### config.mk
export PLATFORM = sky130hd
export DESIGN_NAME = cfd_sched
export DESIGN_NICKNAME = d
export VERILOG_FILES = /design/src/rtl/cfd_pkg.sv /design/src/rtl/cfd_remain.sv /design/src/rtl/cfd_finecalc.sv /design/src/rtl/cfd_coarse_cnt.sv /design/src/rtl/cfd_tap_array.sv /design/src/rtl/cfd_sched.sv
export SDC_FILE = /design/constraint.sdc
export NUM_CORES = 1
export LEC_CHECK = 0
export ABC_AREA = 1
export BUFFER_PORTS_ARGS = -buffer_cell sky130_fd_sc_hd__clkbuf_2
export CAP_MARGIN = 10
export CELL_PAD_IN_SITES_DETAIL_PLACEMENT = 1
export CELL_PAD_IN_SITES_GLOBAL_PLACEMENT = 2
export CORE_UTILIZATION = 34
export CTS_BUF_LIST = sky130_fd_sc_hd__clkbuf_2
export CTS_CLUSTER_SIZE = 25
export DETAILED_ROUTE_END_ITERATION = 6
export PLACE_DENSITY_LB_ADDON = 0.3
export SKIP_CTS_REPAIR_TIMING = 1
export SYNTH_ARGS = -nofsm -noshare
export SYNTH_HDL_FRONTEND = slang
export SYNTH_SLANG_ARGS = --single-unit
### constraint.sdc
create_clock -name clk -period 18.1 [get_ports clk]
set_input_delay 3.62 -clock clk [delete_from_list [all_inputs] [get_ports clk]]
set_output_delay 3.62 -clock clk [all_outputs]
set_load 0.03 [all_outputs]
### src/rtl/cfd_pkg.sv
package cfd_pkg;

  // Signed clock skew of a region relative to the reference region.
  // Regions below the reference receive the clock later.
  function automatic int skew_of_region(int region, int ref_region, int step_ps);
    return (ref_region - region) * step_ps;
  endfunction

  function automatic int clamp_hi(int v, int hi);
    return (v > hi) ? hi : v;
  endfunction

endpackage

### src/rtl/cfd_remain.sv
module cfd_remain #(
  parameter int DLY_W = 20,
  parameter int PH_W  = 14
) (
  input  logic             clk,
  input  logic             rst_n,
  input  logic             take,
  input  logic [DLY_W-1:0] preset,
  input  logic [PH_W-1:0]  phase,
  output logic [DLY_W-1:0] rem_q,
  output logic             vld_q
);

  logic [DLY_W-1:0] phase_ext;
  logic [DLY_W-1:0] rem_d;

  assign phase_ext = DLY_W'(phase);

  always_comb begin
    if (preset >= phase_ext) rem_d = preset - phase_ext;
    else                     rem_d = '0;
  end

  always_ff @(posedge clk or negedge rst_n) begin
    if (!rst_n) begin
      rem_q <= '0;
      vld_q <= 1'b0;
    end else begin
      vld_q <= take;
      if (take) rem_q <= rem_d;
    end
  end

endmodule

### src/rtl/cfd_finecalc.sv
module cfd_finecalc #(
  parameter int DLY_W   = 20,
  parameter int CLK_PS  = 10000,
  parameter int TAP_PS  = 54,
  parameter int NTAPS   = 250,
  parameter int NREG    = 5,
  parameter int REF_REG = 2,
  parameter int SKEW_PS = 172,
  parameter int CNT_W   = 7,
  parameter int TAP_W   = 8
) (
  input  logic             clk,
  input  logic             rst_n,
  input  logic             in_vld,
  input  logic [DLY_W-1:0] rem,
  output logic [CNT_W-1:0] coarse_q,
  output logic [TAP_W-1:0] tap_q,
  output logic             vld_q
);

  localparam int PER_REG = NTAPS / NREG;
  localparam int RG_W    = (NREG > 1) ? $clog2(NREG) : 1;
  localparam int SKW_W   = 24;

  // per-region skew compensation table
  logic signed [SKW_W-1:0] skew_tab [NREG];
  for (genvar g = 0; g < NREG; g++) begin : g_skew
    assign skew_tab[g] = SKW_W'(cfd_pkg::skew_of_region(g, REF_REG, SKEW_PS));
  end

  int rem_i, crs_i, fin_i, raw_i, reg_i, adj_i, tap_i;
  logic [RG_W-1:0]  reg_sel;
  logic [CNT_W-1:0] coarse_d;
  logic [TAP_W-1:0] tap_d;

  always_comb begin
    rem_i   = int'(rem);
    crs_i   = rem_i / CLK_PS;
    fin_i   = rem_i % CLK_PS;
    raw_i   = cfd_pkg::clamp_hi(fin_i / TAP_PS, NTAPS - 1);
    reg_i   = cfd_pkg::clamp_hi(raw_i / PER_REG, NREG - 1);
    reg_sel = RG_W'(reg_i);
    adj_i   = fin_i - int'(skew_tab[reg_sel]);
    if (adj_i < 0) begin
      if (crs_i > 0) begin
        crs_i = crs_i - 1;
        adj_i = adj_i + CLK_PS;
      end else begin
        adj_i = 0;
      end
    end
    tap_i    = cfd_pkg::clamp_hi((adj_i + TAP_PS / 2) / TAP_PS, NTAPS - 1);
    coarse_d = CNT_W'(crs_i);
    tap_d    = TAP_W'(tap_i);
  end

  always_ff @(posedge clk or negedge rst_n) begin
    if (!rst_n) begin
      coarse_q <= '0;
      tap_q    <= '0;
      vld_q    <= 1'b0;
    end else begin
      vld_q <= in_vld;
      if (in_vld) begin
        coarse_q <= coarse_d;
        tap_q    <= tap_d;
      end
    end
  end

endmodule

### src/rtl/cfd_coarse_cnt.sv
module cfd_coarse_cnt #(
  parameter int CNT_W = 7,
  parameter int TAP_W = 8
) (
  input  logic             clk,
  input  logic             rst_n,
  input  logic             load,
  input  logic [CNT_W-1:0] coarse_in,
  input  logic [TAP_W-1:0] tap_in,
  output logic             fire,
  output logic             launch_q,
  output logic [TAP_W-1:0] tap_hold
);

  logic             armed_q, armed_d;
  logic [CNT_W-1:0] cnt_q, cnt_d;
  logic [TAP_W-1:0] tap_d;

  assign fire = armed_q && (cnt_q == '0);

  always_comb begin
    armed_d = armed_q;
    cnt_d   = cnt_q;
    tap_d   = tap_hold;
    if (load) begin
      armed_d = 1'b1;
      cnt_d   = coarse_in;
      tap_d   = tap_in;
    end else if (fire) begin
      armed_d = 1'b0;
    end else if (armed_q) begin
      cnt_d = cnt_q - 1'b1;
    end
  end

  always_ff @(posedge clk or negedge rst_n) begin
    if (!rst_n) begin
      armed_q  <= 1'b0;
      cnt_q    <= '0;
      tap_hold <= '0;
      launch_q <= 1'b0;
    end else begin
      armed_q  <= armed_d;
      cnt_q    <= cnt_d;
      tap_hold <= tap_d;
      launch_q <= fire;
    end
  end

endmodule

### src/rtl/cfd_tap_array.sv
module cfd_tap_array #(
  parameter int NTAPS = 250,
  parameter int TAP_W = 8
) (
  input  logic             clk,
  input  logic             rst_n,
  input  logic             load,
  input  logic [TAP_W-1:0] tap,
  output logic [NTAPS-1:0] word
);

  for (genvar g = 0; g < NTAPS; g++) begin : g_bit
    logic bit_d, bit_q;
    assign bit_d = (g < int'(tap));
    always_ff @(posedge clk or negedge rst_n) begin
      if (!rst_n)    bit_q <= 1'b0;
      else if (load) bit_q <= bit_d;
    end
    assign word[g] = bit_q;
  end

endmodule

### src/rtl/cfd_sched.sv
module cfd_sched #(
  parameter int DLY_W   = 20,
  parameter int PH_W    = 14,
  parameter int CLK_PS  = 10000,
  parameter int TAP_PS  = 54,
  parameter int NTAPS   = 250,
  parameter int NREG    = 5,
  parameter int REF_REG = 2,
  parameter int SKEW_PS = 172
) (
  input  logic             clk,
  input  logic             rst_n,
  input  logic [DLY_W-1:0] preset_ps,
  input  logic [PH_W-1:0]  phase_ps,
  input  logic             phase_vld,
  output logic [NTAPS-1:0] tap_word,
  output logic             launch,
  output logic             busy
);

  localparam int CNT_W = $clog2((1 << DLY_W) / CLK_PS + 1);
  localparam int TAP_W = $clog2(NTAPS);

  logic             busy_q, busy_d, take, fire;
  logic [DLY_W-1:0] rem;
  logic             rem_vld, calc_vld;
  logic [CNT_W-1:0] coarse;
  logic [TAP_W-1:0] tap_calc, tap_hold;

  assign take = phase_vld && !busy_q;

  always_comb begin
    busy_d = busy_q;
    if (take)      busy_d = 1'b1;
    else if (fire) busy_d = 1'b0;
  end

  always_ff @(posedge clk or negedge rst_n) begin
    if (!rst_n) busy_q <= 1'b0;
    else        busy_q <= busy_d;
  end

  assign busy = busy_q;

  cfd_remain #(.DLY_W(DLY_W), .PH_W(PH_W)) u_remain (
    .clk(clk), .rst_n(rst_n), .take(take), .preset(preset_ps),
    .phase(phase_ps), .rem_q(rem), .vld_q(rem_vld)
  );

  cfd_finecalc #(
    .DLY_W(DLY_W), .CLK_PS(CLK_PS), .TAP_PS(TAP_PS), .NTAPS(NTAPS),
    .NREG(NREG), .REF_REG(REF_REG), .SKEW_PS(SKEW_PS),
    .CNT_W(CNT_W), .TAP_W(TAP_W)
  ) u_fine (
    .clk(clk), .rst_n(rst_n), .in_vld(rem_vld), .rem(rem),
    .coarse_q(coarse), .tap_q(tap_calc), .vld_q(calc_vld)
  );

  cfd_coarse_cnt #(.CNT_W(CNT_W), .TAP_W(TAP_W)) u_cnt (
    .clk(clk), .rst_n(rst_n), .load(calc_vld), .coarse_in(coarse),
    .tap_in(tap_calc), .fire(fire), .launch_q(launch), .tap_hold(tap_hold)
  );

  cfd_tap_array #(.NTAPS(NTAPS), .TAP_W(TAP_W)) u_taps (
    .clk(clk), .rst_n(rst_n), .load(fire), .tap(tap_hold), .word(tap_word)
  );

endmodule

### Word-level counts from Yosys, hierarchy flattened

Memories as Yosys holds them, arrays and structs flattened.
Index checks and enable logic that the tools add are counted.

* register bits: 305
* ROM bits: 192
* logic and storage cells: 555
* memories kept: 1

Memories
* (no name shown): depth 8, width 24, read ports 1, clocked after memory_dff 0, wr ports 0, line cfd_finecalc.sv:43 `adj_i = fin_i - int'(skew_tab[reg_sel]);`

* add/sub/neg operators: 6
* div/mod/pow operators: 5
* order comparisons: 257
* equality and inequality tests: 1
* mux-type cells: 16
* bitwise operators: 1
* reductions and logical operators: 8

Operator list (number)
* < comparator 8 bit, first input constant: 122
* < comparator 7 x 8 -> 1 bit, first input constant: 64
* < comparator 6 x 8 -> 1 bit, first input constant: 32
* < comparator 5 x 8 -> 1 bit, first input constant: 16
* divider 32 x 7 -> 32 bit, second input constant: 3
* two-way mux 32 bit: 3
* greater-than comparator 32 x 9 -> 1 bit, second input constant: 2
* < comparator 4 x 8 -> 1 bit, first input constant: 8
* two-way mux 24 bit: 2
* two-way mux 7 bit: 5
* adder 32 x 15 -> 32 bit, second input constant: 1
* adder 32 x 6 -> 32 bit, second input constant: 1
* divider 21 x 15 -> 32 bit, second input constant: 1
* greater-than comparator 32 x 1 -> 1 bit, second input constant: 1
* greater-than comparator 32 x 4 -> 1 bit, second input constant: 1
* < comparator 3 x 8 -> 1 bit, first input constant: 4
* < comparator 32 x 1 -> 1 bit, second input constant: 1
* modulo 21 x 15 -> 32 bit, second input constant: 1
* subtractor 32 x 24 -> 32 bit: 1
* >= comparator 20 x 14 -> 1 bit: 1
* two-way mux 20 bit: 1
* subtractor 20 x 14 -> 20 bit: 1
* < comparator 1 x 8 -> 1 bit, first input constant: 2
* < comparator 2 x 8 -> 1 bit, first input constant: 2
* other kinds (13): 18

### Depth between registers and ports, before layout

Gate-level depths: netlist of the first run.

* depth after elaboration: 19
* gate-level depth with buffers: 170
* mapped depth without buffers: 168

### Modules after synthesis

From an unflattened synthesis of the first run, not the netlist that was laid out.

* cell total of the unflattened synthesis: 3069
* area total of the unflattened synthesis: 22087.4 um^2

Modules (own cells, without submodules)
* cfd_tap_array: instances 1, cells each 1416, area an instance 12060.3 um^2
* cfd_finecalc: instances 1, cells each 1228, area an instance 7050.5 um^2
* cfd_remain: instances 1, cells each 311, area an instance 1981.9 um^2
* cfd_coarse_cnt: instances 1, cells each 107, area an instance 942.2 um^2
* cfd_sched: instances 1, cells each 7, area an instance 52.6 um^2

### Least setup slack after synthesis of the first run

OpenSTA, ideal clock, no wires.

* path kind: reg2reg
* from: register u_remain.rem_q[11]
* to: register u_fine.tap_q[2]
* data arrival time: 15.965 ns
* data required time: 18.004 ns
* path slack: 2.039 ns
* stages on the path, launching flop included: 145
* path buffers: 4
* cell sequence: dfrtp_1 nor2_4 nand2_2 nand3_1 nand2_2 nand2_1 nand2_2 nor2_4 nor2_8 nand2_4 nand2_2 buf_6 nand2_1 nand2_1 nand2_1 inv_2 a21oi_4 nand2_4 [... 109 more ...] nand2_4 nand3_1 nand3_2 nand2_2 nand2_2 nand2_4 nand2_1 nand2_1 nor2_2 nand2_1 nand3_1 nand4_1 nand2_1 inv_1 ha_1 nor2_1 xnor2_1 o31ai_1

* longest elaborated chain between the ends: 19
* elaborated cells on any way between the ends: 22
* classes of those cells: add/sub (3); div (5); order compare (5); mux (7); bitwise (1); memory (1)

RTL lines
* from (decl): line cfd_remain.sv:10 `output logic [DLY_W-1:0] rem_q,`
* from (signal assigned): line cfd_remain.sv:30 `if (take) rem_q <= rem_d;`
* modulo 21 x 15 -> 32 bit: line cfd_finecalc.sv:39 `fin_i = rem_i % CLK_PS;`
* divider 32 x 7 -> 32 bit: line cfd_finecalc.sv:40 `raw_i = cfd_pkg::clamp_hi(fin_i / TAP_PS, NTAPS - 1);`
* greater-than comparator 32 x 9 -> 1 bit: line cfd_pkg.sv:10 `return (v > hi) ? hi : v;`
* two-way mux 32 bit: line cfd_pkg.sv:10
* divider 32 x 7 -> 32 bit: line cfd_finecalc.sv:41 `reg_i = cfd_pkg::clamp_hi(raw_i / PER_REG, NREG - 1);`
* greater-than comparator 32 x 4 -> 1 bit: line cfd_pkg.sv:10
* two-way mux 3 bit: line cfd_pkg.sv:10
* inverter 3 -> 4 bit (not written as such): line cfd_finecalc.sv:43
* [... 3 more ...]
* subtractor 32 x 24 -> 32 bit: line cfd_finecalc.sv:43
* adder 32 x 15 -> 32 bit: line cfd_finecalc.sv:47 `adj_i = adj_i + CLK_PS;`
* two-way mux 32 bit: line cfd_finecalc.sv:45 `if (crs_i > 0) begin`
* two-way mux 32 bit (*): line cfd_finecalc.sv:44 `if (adj_i < 0) begin`
* adder 32 x 6 -> 32 bit (*): line cfd_finecalc.sv:52 `tap_i = cfd_pkg::clamp_hi((adj_i + TAP_PS / 2) / TAP_PS, NTAPS - 1);`
* divider 32 x 7 -> 32 bit (*): line cfd_finecalc.sv:52
* greater-than comparator 32 x 9 -> 1 bit: line cfd_pkg.sv:10
* two-way mux 8 bit (*): line cfd_pkg.sv:10
* to (signal assigned): line cfd_finecalc.sv:66 `tap_q <= tap_d;`
* to (decl): line cfd_finecalc.sv:17 `output logic [TAP_W-1:0] tap_q,`

Every way passes the cells marked *; elsewhere a longest branch is shown, timed or not. The select of a mux whose other input is x is not followed.
A chain may end at the register's enable or synchronous reset.

### Final worst setup path of the first run

* from: register u_remain.rem_q[17]
* to: register u_fine.tap_q[2]

The elaborated chain is that of the path after synthesis.

==> results of run 1 <==
==> registers in the layout (all words and copies together) (netlist names), 7 cells and up <==
signal / flops
u_fine.tap_q: 8
u_cnt.tap_hold: 8
u_taps.g_bit.bit_q: 250
u_remain.rem_q: 20
u_cnt.cnt_q: 7
u_fine.coarse_q: 7
==> synth_stat cells (27+ instances only) <==
cell type,instances,area (µm²)
buf_4,251,1880
nand2_2,80,500
o211ai_1,53,398
nand2_1,794,2980
nand2_4,27,304
o21ai_0,230,1150
inv_1,236,886
nand3_1,146,731
clkbuf_1,80,300
ha_1,34,425
inv_2,35,131
dfrtp_1,305,7630
a21oi_1,58,290
xor2_1,57,499
nor2_1,216,811
==> kinds of logic after synthesis <==
logic type,count (synthesis),share of synthesized area
and+or+nand+nor,1382,0.304
adders and majority gates,36,0.0223
DFF,305,0.366
AOI/OAI and AO/OA,425,0.116
xor gates and xnor gates,73,0.0314
buffers and inverters,621,0.159
==> routing by layer <==
layer	wire (µm)	up-vias	GRT usage
li1	-	9246	-
met5	0	-	0
met3	2720	100	0.0370
met4	1420	0	0.0584
met2	35500	381	0.371
met1	32200	9304	0.287
==> how the worst max path moves through the flow <==
stage,slack (ns),from,cells past startpoint,end
6_report,0.79,u_remain.rem_q[17],145,u_fine.tap_q[2]
4_1_cts,-1.10,u_remain.rem_q[19],140,u_fine.tap_q[2]
2_1_floorplan,2.04,u_remain.rem_q[11],144,u_fine.tap_q[2]
5_1_grt,-0.53,u_remain.rem_q[17],156,u_fine.tap_q[2]
3_5_place_dp,-0.93,u_remain.rem_q[19],140,u_fine.tap_q[2]
3_3_place_gp,0.06,u_remain.rem_q[19],139,u_fine.tap_q[2]
==> worst reg2reg max path, delay by kind of cell (launching register included) <==
family | cells | cell delay [ns]
buf+inv | 14 | 1.33
compound gates | 12 | 1.93
xor+xnor | 7 | 1.20
simple gates | 108 | 11.38
fa+ha+maj | 4 | 0.85
flops | 1 | 0.46
==> power by group <==
part           switching (mW)  total, mW  internal, mW
Clock                   0.320      0.512         0.192
Sequential                  0      0.681         0.681
Combinational          0.0296     0.0426        0.0129
==> cell type report <==
cell class	instances	area share
Sequential cell	305	0.311
Tap cell	782	0.0398
Inverter	284	0.0446
Clock buffer	130	0.0265
Clock inverter	16	0.00382
Antenna cell	5	0.000509
Timing Repair Buffer	431	0.104
Multi-Input combinational cell	1920	0.469
==> per-stage QoR <==
step	std cells	power [mW]	setup slack (ns)	util	instance area [µm²]
after global placement	3600	0.737	0.0615	0.351	21200
after floorplan	2842	0.714	2.04	-	20800
after global routing	3873	1.30	-0.528	0.406	24600
after CTS	3746	1.26	-1.10	0.363	22000
after detailed placement	3600	0.738	-0.931	0.351	21200
final	3873	1.24	0.790	0.406	24600
==> flow_summary.json, run 1 <==
{
  "holdPathEnd": "u_taps.g_bit[111].bit_q",
  "hold_ws_ns": 0.480,
  "antenna_found_initial": 3,
  "htree_levels": 3,
  "hp-start": "u_taps.g_bit[111].bit_q",
  "die_h_um": 250,
  "ys_warn_count": 0,
  "clock_latency_ns": 1.12,
  "holdPathStages": 2,
  "crit_buf_inv": 14,
  "power.density_nw_per_um2": 50.3,
  "grt_pass1_wl_um": 108000,
  "crit_top_cell": "nand2_4",
  "io_buffers": 288,
  "wl_per_cell_um": 18.6,
  "firstDrtPassIters": 5,
  "peakVddDrop_mv": 0.0324,
  "drtIter0Drc": 839,
  "min_path_type": "reg -> reg",
  "cts_tree": "yes",
  "worst_setup_path_end_kind": "flop",
  "ios": 289,
  "async_flop_share": 1.00,
  "ant_nets": 0,
  "outcome": "finished clean",
  "finalWirelength_um": 71800,
  "grt_pass1_vias": 19390,
  "final_common_cell": "nand2_1",
  "synth_sequential_area_ratio": 0.366,
  "cap_violations": 0,
  "ys.flop_type": "dfrtp_1",
  "core_area_um2": 60500,
  "synth_cell_types": 53,
  "r2r_slack_ns": 0.79,
  "dp_hpwl_um": 51200,
  "layout_common_cells": "nand2_1 (684), clkbuf_2 (417), dfrtp_1 (297)",
  "period_needed_ns": 17.31,
  "cp.arrival_ns": 18.29,
  "setup.worst_path.class": "reg -> reg",
  "avgViaCountPerCell": 4.91,
  "dieWidth_um": 250,
  "worstMarginPinSlew_ns": 1.26,
  "num_vias": 19031,
  "hold_viol": 0,
  "r2r-start": "u_remain.rem_q[17]",
  "required_ns": 19.07,
  "seqCellArea_um2": 7640,
  "fillCellCount": 7503,
  "cp_slowest_stage_delay_ns": 0.46,
  "fmax_mhz": 57.8,
  "leakagePower_nw": 13.3,
  "crit_path_start_kind": "flop",
  "ys_seq_elements": 305,
  "synth_edf_count": 0,
  "crit_slowest_cell": "dfrtp_2",
  "postSynthAreaPerCell_um2": 7.33,
  "fin_nets": 3100,
  "netlist_instances": 2842,
  "multi_input_area_um2": 11500,
  "grt_usage": 0.219,
  "slew_viol_final": 0,
  "ff2ff_path_depth": 145,
  "finClkSkew_ns": 0.117,
  "clockBufferDepth": 3,
  "cts_sinks": 305,
  "netlist_area_um2": 20800,
  "drive_above_1_share": 0.338,
  "gp_congestion": 0.859,
  "setup_viol": 0,
  "fin_crit_sh": 0.956,
  "numCtsBuffers": 85,
  "root_buffer": "clkbuf_2",
  "grt_start_max_net_pins": 101,
  "setup-tns-final_ns": 0,
  "start_util": 0.344,
  "crit_family": "simple AND/OR/NAND/NOR gates",
  "r2r_end": "u_fine.tap_q[2]",
  "area_growth_pct": 17.9,
  "drc": 0,
  "grt.overflow.total": 0,
  "relSlewSlack": 0.157,
  "die_area_um2": 62300,
  "syn_nets": 2915,
  "placementRows": 90,
  "clk_pin_slew_ns": 0.09,
  "worstPathMaxFanout": 7
}
Power figures use the tool's default switching activity.
==> inputs of run 2 (changes only) <==
clock period = 17.6 ns   (was 18.1 ns; I/O delays follow)
==> flow_summary.json, run 2 (synthesis results as in run 1) <==
{
  "outcome": "finished clean",
  "grt_start_max_net_pins": 101,
  "cp.arrival_ns": 18.11,
  "ant_nets": 0,
  "htree_levels": 3,
  "final_common_cell": "nand2_1",
  "leakagePower_nw": 13.5,
  "crit_family": "simple AND/OR/NAND/NOR gates",
  "regMostFlops": "u_taps.g_bit.bit_q",
  "core_area_um2": 60500,
  "clockBufferDepth": 3,
  "grt_setup_unrepaired": "true",
  "avgViaCountPerCell": 4.95,
  "clk_pin_slew_ns": 0.15,
  "start_util": 0.344,
  "die_h_um": 250,
  "worstMarginPinSlew_ns": 1.13,
  "grt.overflow.total": 0,
  "min_path_type": "reg -> reg",
  "numCtsBuffers": 85,
  "reg_top3": "u_taps.g_bit.bit_q (250), u_remain.rem_q (20)",
  "ios": 289,
  "clock_latency_ns": 1.08,
  "peakVddDrop_mv": 0.0324,
  "grt_pass1_vias": 19658,
  "power.density_nw_per_um2": 50.4,
  "crit_slowest_cell": "dfrtp_2",
  "worstPathMaxFanout": 7,
  "die_area_um2": 62300,
  "grt_usage": 0.220,
  "cap_violations": 0,
  "area_growth_pct": 19.9,
  "drive_above_1_share": 0.350,
  "antenna_found_initial": 2,
  "postPlaceCellArea_um2": 21700,
  "hold_viol": 0,
  "period_needed_ns": 17.23,
  "slew_viol_final": 0,
  "dieWidth_um": 250,
  "place_ws_ns": -0.700,
  "crit_buf_inv": 21,
  "num_vias": 19435,
  "gp_congestion": 0.866,
  "cts_sinks": 305,
  "wl_per_cell_um": 18.6,
  "crit_path_start_kind": "flop",
  "finalWirelength_um": 73200,
  "drtIter0Drc": 940,
  "layout_common_cells": "nand2_1 (685), clkbuf_2 (405), dfrtp_1 (300)",
  "wl_met3_um": 2980,
  "highest_layer": "met4",
  "required_ns": 18.48,
  "setup-tns-final_ns": 0,
  "fillCellCount": 7573,
  "setup_ws_ns": 0.365,
  "fin_nets": 3173,
  "root_buffer": "clkbuf_2",
  "setup.worst_path.class": "reg -> reg",
  "dp_hpwl_um": 51900,
  "drc": 0,
  "relSlewSlack": 0.243,
  "io_buffers": 288,
  "wl_met2_um": 36600,
  "cp_slowest_stage_delay_ns": 0.49,
  "worst_setup_path_end_kind": "flop",
  "placementRows": 90,
  "total_power_mw": 1.26,
  "wl_met1_um": 32000,
  "fmax_mhz": 58.0,
  "largest_register_ffs": 250,
  "design_area_um2": 25000,
  "finClkSkew_ns": 0.122,
  "firstDrtPassIters": 5,
  "grt_pass1_wl_um": 109000,
  "crit_top_cell": "nand2_4",
  "fin_crit_sh": 0.979,
  "cts_tree": "yes",
  "setup_viol": 0,
  "hold_ws_ns": 0.433
}
-- run 2: changes by cell type in the layout (fill, tap and decap cells not counted), sizes merged --
cell | previous run | this run
diode | 5 | 1
nand2 | 904 | 903
bufinv | 0 | 1
clkbuf | 417 | 405
clkinvlp | 3 | 2
clkinv | 19 | 16
buf | 144 | 218
-- run 2: final cells by class --
class	count	area, µm²	share of cell area
timing repair buffer	505	3130	0.125
clock inverter	13	105	0.00421
multi-input combinational	1919	11400	0.458
tap	782	978	0.0392
inverter	284	1090	0.0437
antenna	1	2.50	0.000100
clock buffer	118	591	0.0236
sequential	305	7640	0.306
-- run 2: final timing paths --
check	endpoint	slack, ns	cells after the start	startpoint
max	u_fine.tap_q[2]	0.37	155	u_remain.rem_q[17]
min	u_cnt.tap_hold[0]	0.43	2	u_fine.tap_q[0]
max reg2reg	u_fine.tap_q[2]	0.37	155	u_remain.rem_q[17]
min reg2reg	u_cnt.tap_hold[0]	0.43	2	u_fine.tap_q[0]
max in group asynchronous	u_taps.g_bit[53].bit_q	13.51	2	rst_n
min in group asynchronous	u_taps.g_bit[24].bit_q	2.46	1	rst_n
-- run 2: per-stage QoR --
stage          instances  utilization
2_1_floorplan       2842            -
3_5_place_dp        3661        0.359
6_report            3927        0.413
4_1_cts             3792        0.370
5_1_grt             3927        0.413
3_3_place_gp        3661        0.359
-- run 2: worst min-delay path, stage by stage, from the launching register on --
cell	delay, ns
dfrtp_1	0.35
nand2_1	0.07
o21ai_0	0.07
-- run 2: power breakdown --
| part | internal (mW) | total (mW) | switching (mW) |
|---|---|---|---|
| registers | 0.700 | 0.700 | 0 |
| clock network | 0.195 | 0.515 | 0.320 |
| logic | 0.0134 | 0.0438 | 0.0304 |
| total | 0.908 | 1.26 | 0.351 |
-- run 2: routing by layer --
metal / vias up / track usage
met2: 426 / 0.378
met4: 0 / 0.0635
met1: 9548 / 0.287
met5: - / 0
met3: 114 / 0.0316
li1: 9347 / -
==> inputs of run 3 (changes only) <==
ABC_AREA = default   (was 1)
CORE_UTILIZATION = 35   (was 34)
==> flow_summary.json, run 3 <==
{
  "dieWidth_um": 257,
  "clockBufferDepth": 3,
  "firstDrtPassIters": 7,
  "dp_hpwl_um": 62600,
  "postSynthAreaPerCell_um2": 8.28,
  "synthTopCellsByCount": "nand2_1 (342), dfrtp_1 (305), o21ai_0 (281)",
  "reg_top3": "u_taps.g_bit.bit_q (250), u_remain.rem_q (20)",
  "regMostFlops": "u_taps.g_bit.bit_q",
  "numCtsBuffers": 83,
  "worst_setup_path_end_kind": "flop",
  "setup.worst_path.class": "reg -> reg",
  "r2r_slack_ns": -1.54,
  "largest_register_ffs": 250,
  "crit_path_start_kind": "flop",
  "start_util": 0.353,
  "grt_pass1_wl_um": 131000,
  "holdPathEnd": "u_cnt.cnt_q[3]",
  "io_buffers": 288,
  "core_area_um2": 64300,
  "drtIter0Drc": 1280,
  "ys.flop_type": "dfrtp_1",
  "setup_ws_ns": -1.54,
  "fin_nets": 3338,
  "holdPathStages": 2,
  "violations": "setup timing",
  "ys_seq_elements": 305,
  "area_growth_pct": 28.8,
  "ant_nets": 0,
  "drive_above_1_share": 0.398,
  "root_buffer": "clkbuf_2",
  "wl_met2_um": 43300,
  "synthMostInstantiatedCell": "nand2_1",
  "highest_layer": "met4",
  "grt_pass1_vias": 23516,
  "clk_pin_slew_ns": 0.12,
  "yosysTopAreaCell": "dfrtp_1",
  "post-synth-top-area-fraction": 0.336,
  "gp_congestion": 0.884,
  "htree_levels": 3,
  "required_ns": 18.56,
  "fin_crit_sh": 1.09,
  "wl_per_cell_um": 20.3,
  "cp.arrival_ns": 20.09,
  "num_vias": 22578,
  "clock_latency_ns": 1.09,
  "synth_sequential_area_ratio": 0.336,
  "die_area_um2": 66000,
  "grt_setup_unrepaired": "true",
  "worstMarginPinSlew_ns": 1.23,
  "cap_violations": 0,
  "syn_nets": 2818,
  "netlist_top_cells_area": "dfrtp_1 (34%), buf_4 (8.4%), o21ai_0 (6.2%)",
  "crit_slowest_cell": "or4_4",
  "placementRows": 93,
  "grt.overflow.total": 0,
  "netlist_instances": 2745,
  "layout_common_cells": "buf_4 (554), clkbuf_2 (405), nand2_1 (336)",
  "die_h_um": 257,
  "hold_viol": 0,
  "netlist_area_um2": 22700,
  "crit_top_cell": "buf_4",
  "synth_edf_count": 0,
  "ys_warn_count": 0,
  "placedCellCount": 3987,
  "grt_start_max_net_pins": 128,
  "r2r_end": "u_fine.tap_q[1]",
  "ff2ff_path_depth": 95,
  "antenna_found_initial": 1,
  "hp-start": "u_fine.coarse_q[3]",
  "setup_viol": 3,
  "wl_met1_um": 36800,
  "avgViaCountPerCell": 5.40,
  "cts_tree": "yes",
  "slew_viol_final": 0,
  "period_needed_ns": 19.14,
  "drc": 0,
  "outcome": "complete, but fails checks",
  "synth_cell_types": 129,
  "min_path_type": "reg -> reg",
  "fmax_mhz": 52.3,
  "finalWirelength_um": 84700,
  "ios": 289,
  "grt_usage": 0.246,
  "async_flop_share": 1.00,
  "cts_sinks": 305,
  "finClkSkew_ns": 0.157,
  "final_cells": 4178,
  "relSlewSlack": 0.174,
  "wl_met3_um": 2840,
  "final_common_cell": "buf_4",
  "cp_slowest_stage_delay_ns": 0.51,
  "worstPathMaxFanout": 6,
  "r2r-start": "u_remain.rem_q[13]"
}
## run 3: changes by cell type after synthesis, moves of 35 or more
cell / previous run / this run
nand2_1: 794 / 342
inv_1: 236 / 63
a21oi_1: 58 / 145
nand3_1: 146 / 59
nand2_2: 80 / 1
clkbuf_1: 80 / 135
o21ai_0: 230 / 281
xnor2_1: 14 / 65
a21o_1: 3 / 52
nor3_1: 12 / 59
a31oi_1: 7 / 45
nor2_1: 216 / 181
## run 3: through the flow
stage	TNS [ns]	setup WS [ns]	hold WS [ns]	instance area [µm²]	utilization
5_1_grt	-7.65	-2.51	0.503	29300	0.455
4_1_cts	-6.37	-2.18	0.464	27800	0.432
3_3_place_gp	-4.41	-1.67	0.457	27100	0.421
6_report	-4.10	-1.54	0.459	29300	0.455
3_5_place_dp	-5.82	-2.06	0.465	27100	0.421
2_1_floorplan	-2.47	-1.07	0.409	23200	-
## run 3: logic make-up (layout without fill, tap and decap cells)
logic type,after synthesis,in the layout,share of synthesized area
buf+inv,489,1062,0.125
mux,50,50,0.0245
other cells,0,3,0
xor+xnor,101,101,0.0422
fa+ha+maj,44,44,0.0240
compound gates,914,915,0.274
simple gates,842,843,0.174
flops,305,305,0.336
## run 3: metal layers
| metal | vias up | GRT usage |
|---|---|---|
| li1 | 10730 | - |
| met1 | 11247 | 0.307 |
| met2 | 480 | 0.441 |
| met3 | 121 | 0.0339 |
| met4 | 0 | 0.0642 |
| met5 | - | 0 |
## run 3: cell type report
type                       instances  area [µm²]
fill                            7713       35100
clock buffer                     118         591
antenna                            3        7.51
sequential                       305        7640
inverter                          66         249
timing repair buffer             856        5800
multi-input combinational       1953       13800
clock inverter                    22         129
tap                              855        1070
## run 3: critical path: cells and delay by family, from the launching register on
kind	cells	cell delay (ns)
AOI/OAI and AO/OA	43	9.65
xor gates and xnor gates	2	0.23
adders and majority gates	4	0.95
buffers and inverters	15	2.19
DFF	1	0.43
muxes	5	1.32
and+or+nand+nor	26	4.21
## run 3: how the worst max path moves through the flow
stage                        from         endpoint  slack [ns]  cells after the start
6_report       u_remain.rem_q[13]  u_fine.tap_q[1]       -1.54                     95
2_1_floorplan  u_remain.rem_q[13]  u_fine.tap_q[1]       -1.07                     97
5_1_grt        u_remain.rem_q[12]  u_fine.tap_q[1]       -2.51                    104
3_5_place_dp   u_remain.rem_q[11]  u_fine.tap_q[1]       -2.06                     95
3_3_place_gp   u_remain.rem_q[11]  u_fine.tap_q[1]       -1.67                     92
4_1_cts        u_remain.rem_q[12]  u_fine.tap_q[1]       -2.18                     95
Power of run 3 is not shown: default switching activity piles up to over one toggle a cycle in this logic, so the estimate is an artifact.
